`config.mk`:
```
export PLATFORM = sky130hd
export DESIGN_NAME = dbgport_regs
export DESIGN_NICKNAME = d
export VERILOG_FILES = /design/src/rtl/dbgport_pkg.sv /design/src/rtl/dbgport_ctl.sv /design/src/rtl/dbgport_path.sv /design/src/rtl/dbgport_regs.sv
export SDC_FILE = /design/constraint.sdc
export NUM_CORES = 1
export LEC_CHECK = 0
export BUFFER_PORTS_ARGS = -buffer_cell sky130_fd_sc_hd__buf_2
export CAP_MARGIN = 10
export CORE_AREA = 2 2 149 115
export DETAILED_ROUTE_END_ITERATION = 10
export DIE_AREA = 0 0 151 117
export PLACE_DENSITY = 0.81
export SKIP_LAST_GASP = 1
export SYNTH_ARGS = -nofsm -noshare
export SYNTH_HDL_FRONTEND = slang
export SYNTH_SLANG_ARGS = --single-unit
```
`constraint.sdc`:
```
create_clock -name clk -period 3.6 [get_ports clk]
set_input_delay 0.18 -clock clk [delete_from_list [all_inputs] [get_ports clk]]
set_output_delay 0.18 -clock clk [all_outputs]
set_load 0.05 [all_outputs]
```
`src/rtl/dbgport_pkg.sv`:
```
package dbgport_pkg;

  localparam int IR_W   = 5;
  localparam int WORD_W = 32;

  localparam logic [IR_W-1:0] OP_IDENT = 5'h01;
  localparam logic [IR_W-1:0] OP_IMPL  = 5'h03;
  localparam logic [IR_W-1:0] OP_ADDR  = 5'h08;
  localparam logic [IR_W-1:0] OP_DATA  = 5'h09;
  localparam logic [IR_W-1:0] OP_CTRL  = 5'h0A;
  localparam logic [IR_W-1:0] OP_CHAIN = 5'h0B;
  localparam logic [IR_W-1:0] OP_FAST  = 5'h0E;
  localparam logic [IR_W-1:0] IR_CAPTURE = 5'b00001;

  // Control word bit positions (probe software decodes these)
  localparam int CB_ROCC   = 31;
  localparam int CB_SZ_HI  = 30;
  localparam int CB_SZ_LO  = 29;
  localparam int CB_PRNW   = 19;
  localparam int CB_PEND   = 18;
  localparam int CB_CRST   = 16;
  localparam int CB_PROBEN = 15;
  localparam int CB_BRK    = 12;
  localparam int CB_DM     = 3;

  typedef enum logic [2:0] {
    SEL_BYPASS, SEL_IDENT, SEL_IMPL, SEL_ADDR,
    SEL_DATA, SEL_CTRL, SEL_CHAIN, SEL_FAST
  } regSelT;

  typedef struct packed {
    logic   capture;
    logic   shift;
    logic   update;
    regSelT sel;
  } drStrobeT;

  function automatic int selLen(regSelT s, int w);
    case (s)
      SEL_BYPASS: return 1;
      SEL_CHAIN:  return 3 * w;
      SEL_FAST:   return w + 1;
      default:    return w;
    endcase
  endfunction

endpackage

```
`src/rtl/dbgport_ctl.sv`:
```
module dbgport_ctl
  import dbgport_pkg::*;
(
  input  logic     clk,
  input  logic     rstN,
  input  logic     capIr,
  input  logic     shiftIr,
  input  logic     updIr,
  input  logic     capDr,
  input  logic     shiftDr,
  input  logic     updDr,
  input  logic     tdi,
  output logic     irTdo,
  output drStrobeT strobe
);

  logic [IR_W-1:0] irShift;
  logic [IR_W-1:0] irReg;
  regSelT          selNow;

  always_ff @(posedge clk or negedge rstN) begin
    if (!rstN) begin
      irShift <= '0;
      irReg   <= OP_IDENT;
    end else begin
      if (capIr)        irShift <= IR_CAPTURE;
      else if (shiftIr) irShift <= {tdi, irShift[IR_W-1:1]};
      if (updIr)        irReg   <= irShift;
    end
  end

  always_comb begin
    case (irReg)
      OP_IDENT: selNow = SEL_IDENT;
      OP_IMPL:  selNow = SEL_IMPL;
      OP_ADDR:  selNow = SEL_ADDR;
      OP_DATA:  selNow = SEL_DATA;
      OP_CTRL:  selNow = SEL_CTRL;
      OP_CHAIN: selNow = SEL_CHAIN;
      OP_FAST:  selNow = SEL_FAST;
      default:  selNow = SEL_BYPASS;
    endcase
  end

  assign irTdo          = irShift[0];
  assign strobe.capture = capDr;
  assign strobe.shift   = shiftDr;
  assign strobe.update  = updDr;
  assign strobe.sel     = selNow;

endmodule

```
`src/rtl/dbgport_path.sv`:
```
module dbgport_path
  import dbgport_pkg::*;
#(
  parameter int                WIDTH     = WORD_W,
  parameter logic [WIDTH-1:0]  IDENT_VAL = 32'h1234_5001,
  parameter logic [WIDTH-1:0]  IMPL_VAL  = 32'h0000_4000
) (
  input  logic             clk,
  input  logic             rstN,
  input  drStrobeT         strobe,
  input  logic             tdi,
  output logic             drTdo,
  input  logic             pReq,
  input  logic             pWrite,
  input  logic [1:0]       pSize,
  input  logic [WIDTH-1:0] pAddr,
  input  logic [WIDTH-1:0] pWdata,
  output logic             pAck,
  output logic [WIDTH-1:0] pRdata,
  input  logic             inDebug,
  output logic             coreRstReq,
  output logic             dbgIntReq
);

  localparam int SH_W  = 3 * WIDTH;
  localparam int LEN_W = $clog2(SH_W);

  logic [SH_W-1:0]  shReg, shNext, capVal;
  logic [LEN_W-1:0] lenM1;

  logic             rocc, pend, prnw, probEn, crst, brk, ackQ;
  logic [1:0]       psz;
  logic [WIDTH-1:0] addrReg, dataReg, ctrlRead, ctrlIn, dataIn;

  logic isCtrlWr, isDataWr, accept, complete;

  // Control word as seen by the probe
  always_comb begin
    ctrlRead                    = '0;
    ctrlRead[CB_ROCC]           = rocc;
    ctrlRead[CB_SZ_HI:CB_SZ_LO] = psz;
    ctrlRead[CB_PRNW]           = prnw;
    ctrlRead[CB_PEND]           = pend;
    ctrlRead[CB_CRST]           = crst;
    ctrlRead[CB_PROBEN]         = probEn;
    ctrlRead[CB_BRK]            = brk;
    ctrlRead[CB_DM]             = inDebug;
  end

  always_comb begin
    capVal = '0;
    case (strobe.sel)
      SEL_IDENT: capVal[WIDTH-1:0] = IDENT_VAL;
      SEL_IMPL:  capVal[WIDTH-1:0] = IMPL_VAL;
      SEL_ADDR:  capVal[WIDTH-1:0] = addrReg;
      SEL_DATA:  capVal[WIDTH-1:0] = dataReg;
      SEL_CTRL:  capVal[WIDTH-1:0] = ctrlRead;
      SEL_CHAIN: capVal            = {addrReg, dataReg, ctrlRead};
      SEL_FAST:  capVal[WIDTH:0]   = {dataReg, pend};
      default:   capVal            = '0;
    endcase
  end

  assign lenM1 = LEN_W'(selLen(strobe.sel, WIDTH) - 1);

  always_comb begin
    shNext        = {1'b0, shReg[SH_W-1:1]};
    shNext[lenM1] = tdi;
  end

  always_ff @(posedge clk or negedge rstN) begin
    if (!rstN)               shReg <= '0;
    else if (strobe.capture) shReg <= capVal;
    else if (strobe.shift)   shReg <= shNext;
  end

  assign drTdo = shReg[0];

  // Field extraction from the shift stage at update time
  always_comb begin
    ctrlIn = shReg[WIDTH-1:0];
    dataIn = shReg[WIDTH-1:0];
    case (strobe.sel)
      SEL_CHAIN: dataIn = shReg[2*WIDTH-1:WIDTH];
      SEL_FAST:  dataIn = shReg[WIDTH:1];
      default:   dataIn = shReg[WIDTH-1:0];
    endcase
  end

  assign isCtrlWr = strobe.update &&
                    (strobe.sel == SEL_CTRL || strobe.sel == SEL_CHAIN);
  assign complete = pend && ((isCtrlWr && !ctrlIn[CB_PEND]) ||
                    (strobe.update && strobe.sel == SEL_FAST && !shReg[0]));
  assign isDataWr = strobe.update &&
                    ((strobe.sel == SEL_DATA) || (strobe.sel == SEL_CHAIN) ||
                     (strobe.sel == SEL_FAST && complete && !prnw));
  assign accept   = pReq && probEn && !pend && !ackQ;

  always_ff @(posedge clk or negedge rstN) begin
    if (!rstN) begin
      rocc    <= 1'b1;
      pend    <= 1'b0;
      prnw    <= 1'b0;
      psz     <= 2'd0;
      probEn  <= 1'b0;
      crst    <= 1'b0;
      brk     <= 1'b0;
      ackQ    <= 1'b0;
      addrReg <= '0;
      dataReg <= '0;
    end else begin
      ackQ <= complete;
      if (complete) begin
        pend <= 1'b0;
      end else if (accept) begin
        pend    <= 1'b1;
        prnw    <= pWrite;
        psz     <= pSize;
        addrReg <= pAddr;
      end
      if (accept && pWrite) dataReg <= pWdata;
      else if (isDataWr)    dataReg <= dataIn;
      if (isCtrlWr) begin
        if (!ctrlIn[CB_ROCC]) rocc <= 1'b0;
        crst   <= ctrlIn[CB_CRST];
        probEn <= ctrlIn[CB_PROBEN];
      end
      if (inDebug)                        brk <= 1'b0;
      else if (isCtrlWr && ctrlIn[CB_BRK]) brk <= 1'b1;
    end
  end

  assign pAck       = ackQ;
  assign pRdata     = dataReg;
  assign coreRstReq = crst;
  assign dbgIntReq  = brk;

endmodule

```
`src/rtl/dbgport_regs.sv`:
```
module dbgport_regs
  import dbgport_pkg::*;
#(
  parameter logic [WORD_W-1:0] IDENT_VAL = 32'h1234_5001,
  parameter logic [WORD_W-1:0] IMPL_VAL  = 32'h0000_4000
) (
  input  logic              clk,
  input  logic              rstN,
  input  logic              capIr,
  input  logic              shiftIr,
  input  logic              updIr,
  input  logic              capDr,
  input  logic              shiftDr,
  input  logic              updDr,
  input  logic              tdi,
  output logic              tdo,
  input  logic              pReq,
  input  logic              pWrite,
  input  logic [1:0]        pSize,
  input  logic [WORD_W-1:0] pAddr,
  input  logic [WORD_W-1:0] pWdata,
  output logic              pAck,
  output logic [WORD_W-1:0] pRdata,
  input  logic              inDebug,
  output logic              coreRstReq,
  output logic              dbgIntReq
);

  drStrobeT strobe;
  logic     irTdo, drTdo;

  dbgport_ctl u_ctl (
    .clk(clk), .rstN(rstN),
    .capIr(capIr), .shiftIr(shiftIr), .updIr(updIr),
    .capDr(capDr), .shiftDr(shiftDr), .updDr(updDr),
    .tdi(tdi), .irTdo(irTdo), .strobe(strobe)
  );

  dbgport_path #(.WIDTH(WORD_W), .IDENT_VAL(IDENT_VAL), .IMPL_VAL(IMPL_VAL)) u_path (
    .clk(clk), .rstN(rstN), .strobe(strobe), .tdi(tdi), .drTdo(drTdo),
    .pReq(pReq), .pWrite(pWrite), .pSize(pSize), .pAddr(pAddr),
    .pWdata(pWdata), .pAck(pAck), .pRdata(pRdata),
    .inDebug(inDebug), .coreRstReq(coreRstReq), .dbgIntReq(dbgIntReq)
  );

  assign tdo = shiftIr ? irTdo : drTdo;

endmodule

```
==> results of run 1 <==
[through the flow]
stage | utilization | std cells | setup slack [ns] | hold slack, ns | power [mW]
finish | 0.696 | 1255 | 1.15 | 0.0250 | 4.70
CTS | 0.695 | 1253 | 1.13 | 0.00370 | 4.70
global placement | 0.618 | 1157 | 1.21 | 0.164 | 2.74
detailed placement | 0.618 | 1157 | 1.16 | 0.169 | 2.75
global route | 0.696 | 1255 | 0.988 | 0.0274 | 4.88
floorplan | - | 904 | 1.65 | -0.116 | 2.55
[sequential cells by signal, summed over array words and instances, names as in the netlist]
name               count
u_path.rocc            1
u_path.shReg          96
u_path.coreRstReq      1
u_path.pAck            1
u_path.dbgIntReq       1
u_path.pRdata         32
u_ctl.irReg            5
u_path.addrReg        32
u_path.probEn          1
u_path.psz             2
u_path.pend            1
u_ctl.irShift          5
u_path.prnw            1
[logic make-up after synthesis]
family | Yosys count
AO/OA/AOI/OAI | 319
flip-flops | 179
multiplexers | 108
AND/OR/NAND/NOR | 203
buffers and inverters | 94
XOR/XNOR | 1
[area by class of cell]
type	count	area, um2	share of cell area
clock buffer	18	429	0.0378
tap	215	269	0.0237
timing repair buffer	194	1400	0.123
sequential	179	4480	0.395
inverter	4	15.0	0.00132
multi-input combinational	631	4580	0.403
clock inverter	14	179	0.0158
[worst paths after layout]
kind | startpoint | endpoint | cells past startpoint
max in group asynchronous | rstN | u_path.shReg[4]$_DFFE_PN0P_ | 3
max | u_ctl.irReg[3]$_DFFE_PN0P_ | u_path.pRdata[25]$_DFFE_PN0P_ | 6
min reg2reg | u_path.rocc$_DFFE_PN1P_ | u_path.rocc$_DFFE_PN1P_ | 1
min | pWdata[30] | u_path.pRdata[30]$_DFFE_PN0P_ | 3
max reg2reg | u_ctl.irReg[3]$_DFFE_PN0P_ | u_path.pRdata[25]$_DFFE_PN0P_ | 6
min in group asynchronous | rstN | u_path.shReg[54]$_DFFE_PN0P_ | 2
[routing by layer]
layer  share of wire  track usage
met1            0.45        0.443
met2            0.45        0.425
met3           0.088       0.0717
met4           0.017       0.0872
met5               0            0
[power by group through the flow]
stage	Sequential (mW)	Clock [mW]	Combinational (mW)
2_1_floorplan	2.23	0	0.321
3_3_place_gp	2.22	0	0.516
3_5_place_dp	2.23	0	0.526
4_1_cts	2.19	1.93	0.583
5_1_grt	2.20	2.03	0.640
6_report	2.19	1.92	0.588
[timing repair]
action,CTS,global route
setup buffers,0,0
resized for setup,0,0
hold buffers,64,2
endpoints found under the hold margin,118,2
[cell usage in the layout (no fill, tap or decap), drive strengths merged, types with 2 or more instances in the layout]
master       count
a22oi           39
clkinv           5
a211oi          30
nand3b           2
o211a            2
nand2           30
a21oi           41
o21ai          102
a41oi            4
dfrtp          177
clkinvlp         3
inv              7
mux2            40
a221oi          32
a31oi           29
o211ai           2
and3             2
nor3b           34
clkbuf          18
nor2            22
nand4bb          2
o21a             3
nor3             2
and2             3
a21o             2
dfstp            2
nand2b           4
nand3           64
dlygate4sd3     66
a22o            32
bufinv           3
mux2i           68
nor2b           33
buf            128
[worst min-delay path: stages]
cell and delay [ns]:
sky130_fd_sc_hd__buf_2 0.11, sky130_fd_sc_hd__a221oi_2 0.06, sky130_fd_sc_hd__o21ai_1 0.06
==> summary.log, run 1 <==
[yosys] synthesized instance count 904
[timing] Worst Clk Skew 0.0110 ns
[worst_setup_path] CP Max Fanout 19
[yosys] post-synth top area cell sky130_fd_sc_hd__dfrtp_1
[yosys] sequential fraction of the synthesis area 0.470
[yosys] syn avg cell area 10.5 um2
[timing] final setup vio count 0
[cts] clock latency at the later pin of the worst-skew pair 0.43 ns
[power] pwr dens 414 nW/um2
[timing] Slew @ Worst Pin 0.983 ns
[job] number of max-capacitance violations reported 0
[yosys] number of enable-type register cells in the synthesized netlist 0
[timing] setup repair after global routing missed its margin no
[cts] total number of H-tree levels 4
[detailed_routing] average vias per placed instance 6.35
[yosys] dominant combinational cell family by area after synthesis compound AO/OA/AOI/OAI gates
[global_routing] initial antenna violation count 0
[timing] fin crit share 0.682
[global_routing] total global routing overflow 0
[place] DP Wirelength 15500 um
[cts] Root Buffer sky130_fd_sc_hd__clkbuf_16
[power] leakage 4.73 nW
[yosys] top cell type's share of synthesized area 0.465
[final_layout] Net count, final 1105
[floorplan] initial cell density of the core 0.584
[floorplan] standard-cell rows 41
[timing] Slew Limit Headroom 0.345
[timing] number of max-slew violations in the final report 0
[worst_setup_path] element type at the critical path end flop
[power] combinational cell fraction of total power 0.125
[place] total cell area at the placement stage 10100 um2
[power] power share of the clock group 0.408
[outcome] outcome finished, final reports clean
[yosys] Seq cells post-synth 179
[floorplan] num ports 114
[detailed_routing] total routed wirelength 25300 um
[yosys] Yosys warning count 0
[worst_setup_path] register-to-register setup slack 1.15 ns
[yosys] async set-reset flop share out of synthesis 1.00
[detailed_routing] final routed DRC violation total 0
[yosys] synthesized-area fraction occupied by xor and xnor cells 0.000919
[final_layout] final standard cell area without fillers 11400 um2
[worst_setup_path] Crit-path slowest cell sky130_fd_sc_hd__dfrtp_1
[worst_setup_path] crit start category flop
[cts] CTS Buf Count 17
[floorplan] core box area 16300 um2
[worst_setup_path] critical path type reg -> reg
[yosys] synthesized-area fraction occupied by ao, oa, aoi and oai cells 0.241
[yosys] most used standard cell by instance count after synthesis sky130_fd_sc_hd__dfrtp_1
[detailed_routing] number of nets with antenna violations after routing 0
[global_routing] total routing usage reported by global routing 0.294
[cts] Worst-path clk slew 0.07 ns
[worst_setup_path] data required time of the worst path 3.95 ns
[yosys] Synth area leaders sky130_fd_sc_hd__dfrtp_1 46%, sky130_fd_sc_hd__mux2i_1 7.1%, sky130_fd_sc_hd__a221oi_2 4.7%
[place] count of input and output buffers 113
[yosys] number of library cell types mapped by synthesis 46
[final_layout] Area Overhead vs Synth 19.2%
[final_layout] proportion of layout cells with a drive suffix above 1 0.229
[worst_setup_path] CP delay by family, top simple AND/OR/NAND/NOR gates
[yosys] Synthesized Nets 982
[detailed_routing] total number of vias 7969
[detailed_routing] post-DR wirelength/cell 20.2 um
[yosys] synthesized-area fraction occupied by adder cells 0
[global_routing] maximum number of pins on one net before global-route repair 128
[timing] Final TNS setup 0 ns
[power] Max VDD drop 0.360 mV
[worst_setup_path] peak per-stage delay on the critical path 0.58 ns
[cts] clock sink total 179
[floorplan] die boundary height 117 um
[worst_setup_path] Crit path arrival time 2.81 ns
[global_routing] vias in the first global route 7451
[yosys] post-synthesis mux area share 0.119
[cts] maximum root-to-sink buffer count 2
[power] Net Sw Frac 0.267
[global_routing] first-pass GRT wire length 40100 um
[detailed_routing] initial detailed-routing violation count 841
[detailed_routing] drt pass-1 iters 5
[worst_hold_path] path category of the worst min-delay check in -> reg
[timing] FMAX 0.407 GHz
[cts] TritonCTS clock tree yes
[place] Final Wtd Congestion 0.846
[power] internal portion of total power 3.45 mW
[timing] final hold vios 0
[floorplan] chip width 151 um
[power] net switching component of the power 1.25 mW
[yosys] Synth Area in Simple Gates 0.119
[timing] crit path time final 2.45 ns
[yosys] most numerous cell types in the synthesized netlist 177 x sky130_fd_sc_hd__dfrtp_1, 69 x sky130_fd_sc_hd__o21ai_0, 68 x sky130_fd_sc_hd__mux2i_1
[yosys] Cell Area, Synth 9530 um2
[floorplan] die area 17700 um2
[final_layout] fill cell total of the finished layout 1203
[power] portion of total power attributed to sequential cells 0.467
[worst_setup_path] cell-by-cell listing of the critical path nor3b_1, and2_1, a21o_1, nand3_1, buf_4, o21ai_1
[worst_setup_path] sum of buffers and inverters on the critical path 1
[yosys] dominant synthesized flop cell sky130_fd_sc_hd__dfrtp_1
[final_layout] antenna fix cells 0
(Power assumes the default switching activity.)
==> inputs of run 2 (changes only) <==
- CORE_AREA: 2 2 149 115 -> 2 2 150 116
- DIE_AREA: 0 0 151 117 -> 0 0 152 118
- PLACE_DENSITY: 0.81 -> 0.79
- clock period: 3.6 -> 2.3 ns (I/O delays scaled with it)
==> run 2 against run 1 <==
Hold slack improved by 0.051 ns. Die area rose by 1.5%. Sequential power rose by 56%. Critical path type unchanged. Cell count rose by 1.8%. Total power rose by 54%. Wire length rose by 2.2%. Register-to-register slack got worse by 0.85 ns. Global-route usage fell by 0.40 points. Largest power group unchanged. Critical path depth did not move. Via count rose by 2.6%. Critical endpoint is now u_path.shReg[31]$_DFFE_PN0P_. Count of clock-buffer cells in the layout rose by 1.
==> summary.log, run 2 (same netlist as run 1, synthesis figures left out) <==
[cts] total number of H-tree levels 4 [unchanged]
[timing] number of max-slew violations in the final report 0 [unchanged]
[worst_setup_path] CP Max Fanout 11 [-8]
[detailed_routing] post-DR wirelength/cell 20.2 um [+0.44%]
[global_routing] vias in the first global route 7574 [+1.7%]
[worst_setup_path] Crit path arrival time 2.31 ns [-0.50 ns]
[floorplan] core box area 16500 um2 [+0.94%]
[worst_setup_path] cell-by-cell listing of the critical path buf_4, and3_1, nor4_1, mux2_2, a211oi_1, a31oi_1
[worst_setup_path] sum of buffers and inverters on the critical path 1 [unchanged]
[final_layout] antenna fix cells 0 [unchanged]
[worst_hold_path] launch point of the worst hold path tdi
[global_routing] first-pass GRT wire length 41500 um [+3.6%]
[worst_setup_path] critical path type reg -> reg
[worst_setup_path] CP delay by family, top simple AND/OR/NAND/NOR gates
[global_routing] total routing usage reported by global routing 0.290 [-0.00404]
[detailed_routing] average vias per placed instance 6.40 [+0.83%]
[final_layout] proportion of layout cells with a drive suffix above 1 0.241 [+0.0122]
[timing] crit path time final 2.01 ns [-0.445 ns]
[floorplan] die boundary height 118 um [+0.85%]
[timing] final setup vio count 0 [unchanged]
[detailed_routing] total routed wirelength 25900 um [+2.2%]
[power] leakage 4.86 nW [+2.7%]
[power] Max VDD drop 0.663 mV [+84%]
[cts] CTS Buf Count 17 [unchanged]
[place] total cell area at the placement stage 10300 um2 [+1.8%]
[floorplan] chip width 152 um [+0.66%]
[final_layout] fill cell total of the finished layout 1178 [-2.1%]
[floorplan] num ports 114 [unchanged]
[cts] clock latency at the later pin of the worst-skew pair 0.44 ns [about the same]
[floorplan] initial cell density of the core 0.579 [-0.00546]
[global_routing] maximum number of pins on one net before global-route repair 87 [-32%]
[timing] Worst Clk Skew 0.00915 ns [-0.00186 ns]
[timing] FMAX 0.498 GHz [+22%]
[worst_setup_path] peak per-stage delay on the critical path 0.41 ns [-0.17 ns]
[detailed_routing] total number of vias 8176 [+2.6%]
[worst_setup_path] data required time of the worst path 2.60 ns [-1.35 ns]
[timing] setup repair after global routing missed its margin no
[worst_setup_path] Crit-path slowest cell sky130_fd_sc_hd__dfrtp_1
[timing] Final TNS setup 0 ns [unchanged]
[final_layout] flip-flop count of the largest register after layout 96 [unchanged]
[final_layout] final standard cell area without fillers 11600 um2 [+2.0%]
[detailed_routing] final routed DRC violation total 0 [unchanged]
[worst_setup_path] crit start category flop
[timing] fin crit share 0.874 [+0.192]
[final_layout] final core area utilization 0.703 [+0.00694]
[floorplan] standard-cell rows 41 [unchanged]
[worst_setup_path] Reg2Reg Launch Point u_ctl.irReg[3]$_DFFE_PN0P_
[worst_setup_path] launch point of the critical path u_ctl.irReg[3]$_DFFE_PN0P_
[job] number of max-capacitance violations reported 0 [unchanged]
[power] pwr dens 627 nW/um2 [+52%]
[cts] Worst-path clk slew 0.07 ns [about the same]
[outcome] outcome finished, final reports clean
[place] count of input and output buffers 113 [unchanged]
[worst_setup_path] element type at the critical path end flop
[place] Final Wtd Congestion 0.917 [+8.4%]
[final_layout] register ranked first by flip-flop count u_path.shReg
[detailed_routing] drt pass-1 iters 6 [+1]
[cts] TritonCTS clock tree yes
[detailed_routing] number of nets with antenna violations after routing 0 [unchanged]
[timing] final hold vios 0 [unchanged]
[timing] final hold slack 0.0757 ns [+0.0508 ns]
[timing] Slew Limit Headroom 0.662 [+0.317]
[final_layout] commonest non-fill, non-tap cell in the layout sky130_fd_sc_hd__dfrtp_1
[cts] clock sink total 179 [unchanged]
[global_routing] initial antenna violation count 0 [unchanged]
[final_layout] Area Overhead vs Synth 21.5%
[timing] Slew @ Worst Pin 0.503 ns [-0.481 ns]
[cts] Root Buffer sky130_fd_sc_hd__clkbuf_16
[place] DP Wirelength 16300 um [+5.3%]
[final_layout] Net count, final 1127 [+2.0%]
[floorplan] die area 17900 um2 [+1.5%]
[final_layout] highest-count cells in the layout ignoring fill and taps 177 x sky130_fd_sc_hd__dfrtp_1, 110 x sky130_fd_sc_hd__buf_2, 71 x sky130_fd_sc_hd__dlygate4sd3_1
[detailed_routing] initial detailed-routing violation count 979 [+16%]
[global_routing] total global routing overflow 0 [unchanged]
[cts] maximum root-to-sink buffer count 2 [unchanged]
[worst_hold_path] path category of the worst min-delay check in -> reg
run 2: through the flow:
step | worst slack, ns | total power, mW | cells
CTS | 0.0871 | 7.26 | 1276
global route | 0.194 | 7.53 | 1277
finish | 0.291 | 7.26 | 1277
detailed placement | 0.102 | 4.34 | 1173
global placement | 0.190 | 4.32 | 1173
floorplan | 0.347 | 4.00 | 904
run 2: per-layer routing:
metal  GRT usage  vias up  share of wire
li1            -     3727              -
met4      0.0543        0         0.0099
met2       0.419      387           0.45
met3      0.0733       23          0.087
met5           0        -              0
met1       0.446     4039           0.46
run 2: layout make-up:
class,instances,area (um2),area share
clock buffers,19,453,0.0391
repair buffers,216,1650,0.143
inverters,4,15.0,0.00130
clock inverters,13,124,0.0107
flip-flops and latches,179,4480,0.387
well taps,215,269,0.0232
multi-input cells,631,4580,0.396
run 2: repair_timing:
item                                    in CTS  in global routing
endpoints found under the setup margin       0                  5
endpoints found under the hold margin      214                  0
hold buffers                                71                  0
resized for setup                            0                  0
buffers inserted                             0                  1
run 2: report_power, final:
part,switching [mW],leakage [nW],internal (mW)
combinational,0.534,2.31,0.439
sequential,0.160,2.27,3.26
clock,1.30,0.282,1.57
total,2.00,4.86,5.26
run 2: final timing paths:
path | endpoint | depth (start not counted) | slack (ns)
max | u_path.shReg[31]$_DFFE_PN0P_ | 6 | 0.29
min | u_ctl.irShift[4]$_DFFE_PN0P_ | 3 | 0.08
max reg2reg | u_path.shReg[31]$_DFFE_PN0P_ | 6 | 0.29
min reg2reg | u_path.rocc$_DFFE_PN1P_ | 1 | 0.47
max in group asynchronous | u_path.shReg[61]$_DFFE_PN0P_ | 3 | 1.38
min in group asynchronous | u_path.pRdata[22]$_DFFE_PN0P_ | 2 | 0.17
run 2: worst register-to-register path, delay by kind of cell (launching register included):
| family | cells | cell delay, ns |
|---|---|---|
| flip-flops | 1 | 0.41 |
| buffers and inverters | 1 | 0.19 |
| multiplexers | 1 | 0.40 |
| AO/OA/AOI/OAI | 2 | 0.31 |
| AND/OR/NAND/NOR | 2 | 0.57 |
==> inputs of run 3 (changes only) <==
- CELL_PAD_IN_SITES_DETAIL_PLACEMENT: default -> 1
- CELL_PAD_IN_SITES_GLOBAL_PLACEMENT: default -> 1
- CORE_AREA: 2 2 150 116 -> 2 2 170 130
- DIE_AREA: 0 0 152 118 -> 0 0 172 132
- PLACE_DENSITY: 0.79 -> default
- PLACE_DENSITY_LB_ADDON: default -> 0.1
==> run 3 against run 2 <==
Clock skew grew 0.0042 ns. Clock power about the same. Critical path type unchanged. Die area rose by 27%. Global-route usage fell by 1.5 points. Via count grew 0.51%. Flip-flop and latch count unchanged. Critical path depth is the same. Sequential power about the same. Hold slack better by 0.0097 ns.
==> summary.log, run 3 (same netlist as run 1, synthesis figures left out) <==
[timing] Slew @ Worst Pin 0.632 ns [+0.130 ns]
[detailed_routing] drt pass-1 iters 5 [-1]
[worst_hold_path] path category of the worst min-delay check in -> reg
[final_layout] Net count, final 1129 [+0.18%]
[worst_setup_path] peak per-stage delay on the critical path 0.58 ns [+0.17 ns]
[cts] CTS Buf Count 17 [unchanged]
[place] count of input and output buffers 113 [unchanged]
[worst_setup_path] Reg2Reg Launch Point u_ctl.irReg[1]$_DFFE_PN0P_
[cts] TritonCTS clock tree yes
[cts] number of cells upsized or downsized after cts 0 [unchanged]
[power] leakage 4.87 nW [+0.26%]
[place] Setup Slack @ Placement 0.0261 ns [-0.0761 ns]
[global_routing] met1 Track Usage GR 0.418 [-0.0279]
[floorplan] initial cell density of the core 0.455 [-0.124]
[global_routing] maximum number of pins on one net before global-route repair 73 [-16%]
[worst_setup_path] register-to-register setup slack 0.20 ns [-0.09 ns]
[final_layout] fill cell total of the finished layout 2238 [+90%]
[cts] clock sink total 179 [unchanged]
[cts] maximum root-to-sink buffer count 2 [unchanged]
[detailed_routing] total number of vias 8218 [+0.51%]
[final_layout] highest-count cells in the layout ignoring fill and taps 177 x sky130_fd_sc_hd__dfrtp_1, 110 x sky130_fd_sc_hd__buf_2, 71 x sky130_fd_sc_hd__dlygate4sd3_1
[worst_setup_path] number of cells traversed by the worst register-to-register path 6 [unchanged]
[timing] setup repair after global routing missed its margin no
[timing] fin crit share 0.913 [+0.0398]
[worst_setup_path] Worst path depth 6 [unchanged]
[worst_setup_path] cell-by-cell listing of the critical path nand3b_1, nor3b_2, buf_4, mux2i_1, a21oi_1, o21a_1
[final_layout] proportion of layout cells with a drive suffix above 1 0.242 [+0.000714]
[floorplan] num ports 114 [unchanged]
[final_layout] commonest non-fill, non-tap cell in the layout sky130_fd_sc_hd__dfrtp_1
[worst_setup_path] crit start category flop
[final_layout] Area Overhead vs Synth 22.7%
[timing] final hold slack 0.0854 ns [+0.00968 ns]
[global_routing] total routing usage reported by global routing 0.275 [-0.0151]
[cts] Root Buffer sky130_fd_sc_hd__clkbuf_16
[place] DP Wirelength 19700 um [+21%]
[global_routing] total global routing overflow 0 [unchanged]
[floorplan] chip width 172 um [+13%]
[place] Final Wtd Congestion 0.895 [-2.4%]
[detailed_routing] final routed DRC violation total 0 [unchanged]
[worst_setup_path] data required time of the worst path 2.62 ns [+0.02 ns]
[worst_setup_path] critical path capture point u_path.shReg[32]$_DFFE_PN0P_
[final_layout] flip-flop count of the largest register after layout 96 [unchanged]
[detailed_routing] post-DR wirelength/cell 22.5 um [+11%]
[outcome] outcome finished, final reports clean
[cts] total number of H-tree levels 4 [unchanged]
[floorplan] die area 22700 um2 [+27%]
[power] pwr dens 626 nW/um2 [-0.20%]
[worst_setup_path] critical path type reg -> reg
[worst_setup_path] launch point of the critical path u_ctl.irReg[1]$_DFFE_PN0P_
[worst_setup_path] CP Max Fanout 25 [+14]
[global_routing] vias in the first global route 8321 [+9.9%]
[final_layout] antenna fix cells 0 [unchanged]
[detailed_routing] initial detailed-routing violation count 602 [-39%]
[worst_setup_path] Reg-to-Reg End u_path.shReg[32]$_DFFE_PN0P_
[floorplan] core box area 21000 um2 [+27%]
[timing] final setup vio count 0 [unchanged]
[timing] Final TNS setup 0 ns [unchanged]
[floorplan] standard-cell rows 46 [+12%]
[detailed_routing] total routed wirelength 30400 um [+17%]
[worst_setup_path] Crit-path slowest cell sky130_fd_sc_hd__dfrtp_1
[timing] number of max-slew violations in the final report 0 [unchanged]
[cts] clock latency at the later pin of the worst-skew pair 0.44 ns [about the same]
[worst_setup_path] CP delay by family, top flip-flops
[final_layout] register ranked first by flip-flop count u_path.shReg
[detailed_routing] average vias per placed instance 6.08 [-5.0%]
[timing] Worst Clk Skew 0.0133 ns [+0.00418 ns]
[worst_setup_path] element type at the critical path end flop
[global_routing] met3 Use GR 0.0372 [-0.0360]
[power] Max VDD drop 0.441 mV [-33%]
[global_routing] met2 usage 0.421 [+0.00204]
[timing] crit path time final 2.10 ns [+0.0915 ns]
[global_routing] busiest layer in global routing met2
[worst_setup_path] Crit path arrival time 2.42 ns [+0.11 ns]
[global_routing] initial antenna violation count 0 [unchanged]
[cts] Worst-path clk slew 0.07 ns [about the same]
[timing] worst setup margin 0.199 ns [-0.0915 ns]
[global_routing] first-pass GRT wire length 48600 um [+17%]
[detailed_routing] number of nets with antenna violations after routing 0 [unchanged]
[floorplan] die boundary height 132 um [+12%]
[timing] final hold vios 0 [unchanged]
[timing] FMAX 0.476 GHz [-4.4%]
[worst_setup_path] sum of buffers and inverters on the critical path 1 [unchanged]
[job] number of max-capacitance violations reported 0 [unchanged]
[timing] Slew Limit Headroom 0.578 [-0.0835]
==> run 3: how the worst min path moves through the flow <==
stage	startpoint	to	depth (start not counted)
detailed placement	rstN	u_path.shReg[53]$_DFFE_PN0P_	1
floorplan	rstN	u_ctl.irReg[1]$_DFFE_PN0P_	0
CTS	shiftIr	u_ctl.irShift[0]$_DFFE_PN0P_	2
global placement	rstN	u_path.shReg[53]$_DFFE_PN0P_	1
global route	shiftIr	u_ctl.irShift[0]$_DFFE_PN0P_	2
finish	shiftIr	u_ctl.irShift[0]$_DFFE_PN0P_	2
==> run 3: per-stage QoR <==
| step | area, um2 | utilization | power (mW) | cells |
|---|---|---|---|---|
| 2_1_floorplan | 9530 | - | 4.00 | 904 |
| 3_3_place_gp | 10400 | 0.496 | 4.33 | 1247 |
| 3_5_place_dp | 10400 | 0.496 | 4.37 | 1247 |
| 4_1_cts | 11700 | 0.557 | 7.36 | 1349 |
| 5_1_grt | 11700 | 0.558 | 7.59 | 1351 |
| 6_report | 11700 | 0.558 | 7.32 | 1351 |
==> run 3: worst reg2reg max path: stages, from the launching register on <==
cell and delay, ns:
sky130_fd_sc_hd__dfrtp_1 0.58, sky130_fd_sc_hd__nand3b_1 0.19, sky130_fd_sc_hd__nor3b_2 0.34, sky130_fd_sc_hd__buf_4 0.38, sky130_fd_sc_hd__mux2i_1 0.23, sky130_fd_sc_hd__a21oi_1 0.08, sky130_fd_sc_hd__o21a_1 0.19
==> run 3: timing repair <==
action,4_1_cts,5_1_grt
hold endpoints to repair,129,0
hold buffers,71,0
setup endpoints to repair,0,23
setup buffers,0,2
==> run 3: area by class of cell <==
class | instances | area, um2 | share of cell area
Clock buffer | 18 | 439 | 0.0376
Clock inverter | 13 | 133 | 0.0113
Inverter | 4 | 15.0 | 0.00128
Multi-Input combinational cell | 631 | 4580 | 0.392
Sequential cell | 179 | 4480 | 0.383
Tap cell | 288 | 360 | 0.0308
Timing Repair Buffer | 218 | 1680 | 0.144
==> run 3: where the power goes <==
group	leakage, nW	internal (mW)	switching [mW]
clock	0.280	1.47	1.42
combinational	2.33	0.440	0.558
sequential	2.27	3.26	0.169
total	4.87	5.17	2.15
==> run 3: per-layer routing <==
layer | share of wire | wire [um] | up-vias
li1 | - | - | 3718
met4 | 0.010 | 310 | 0
met1 | 0.49 | 14900 | 4259
met5 | 0 | 0 | -
met2 | 0.46 | 13900 | 219
met3 | 0.044 | 1330 | 22
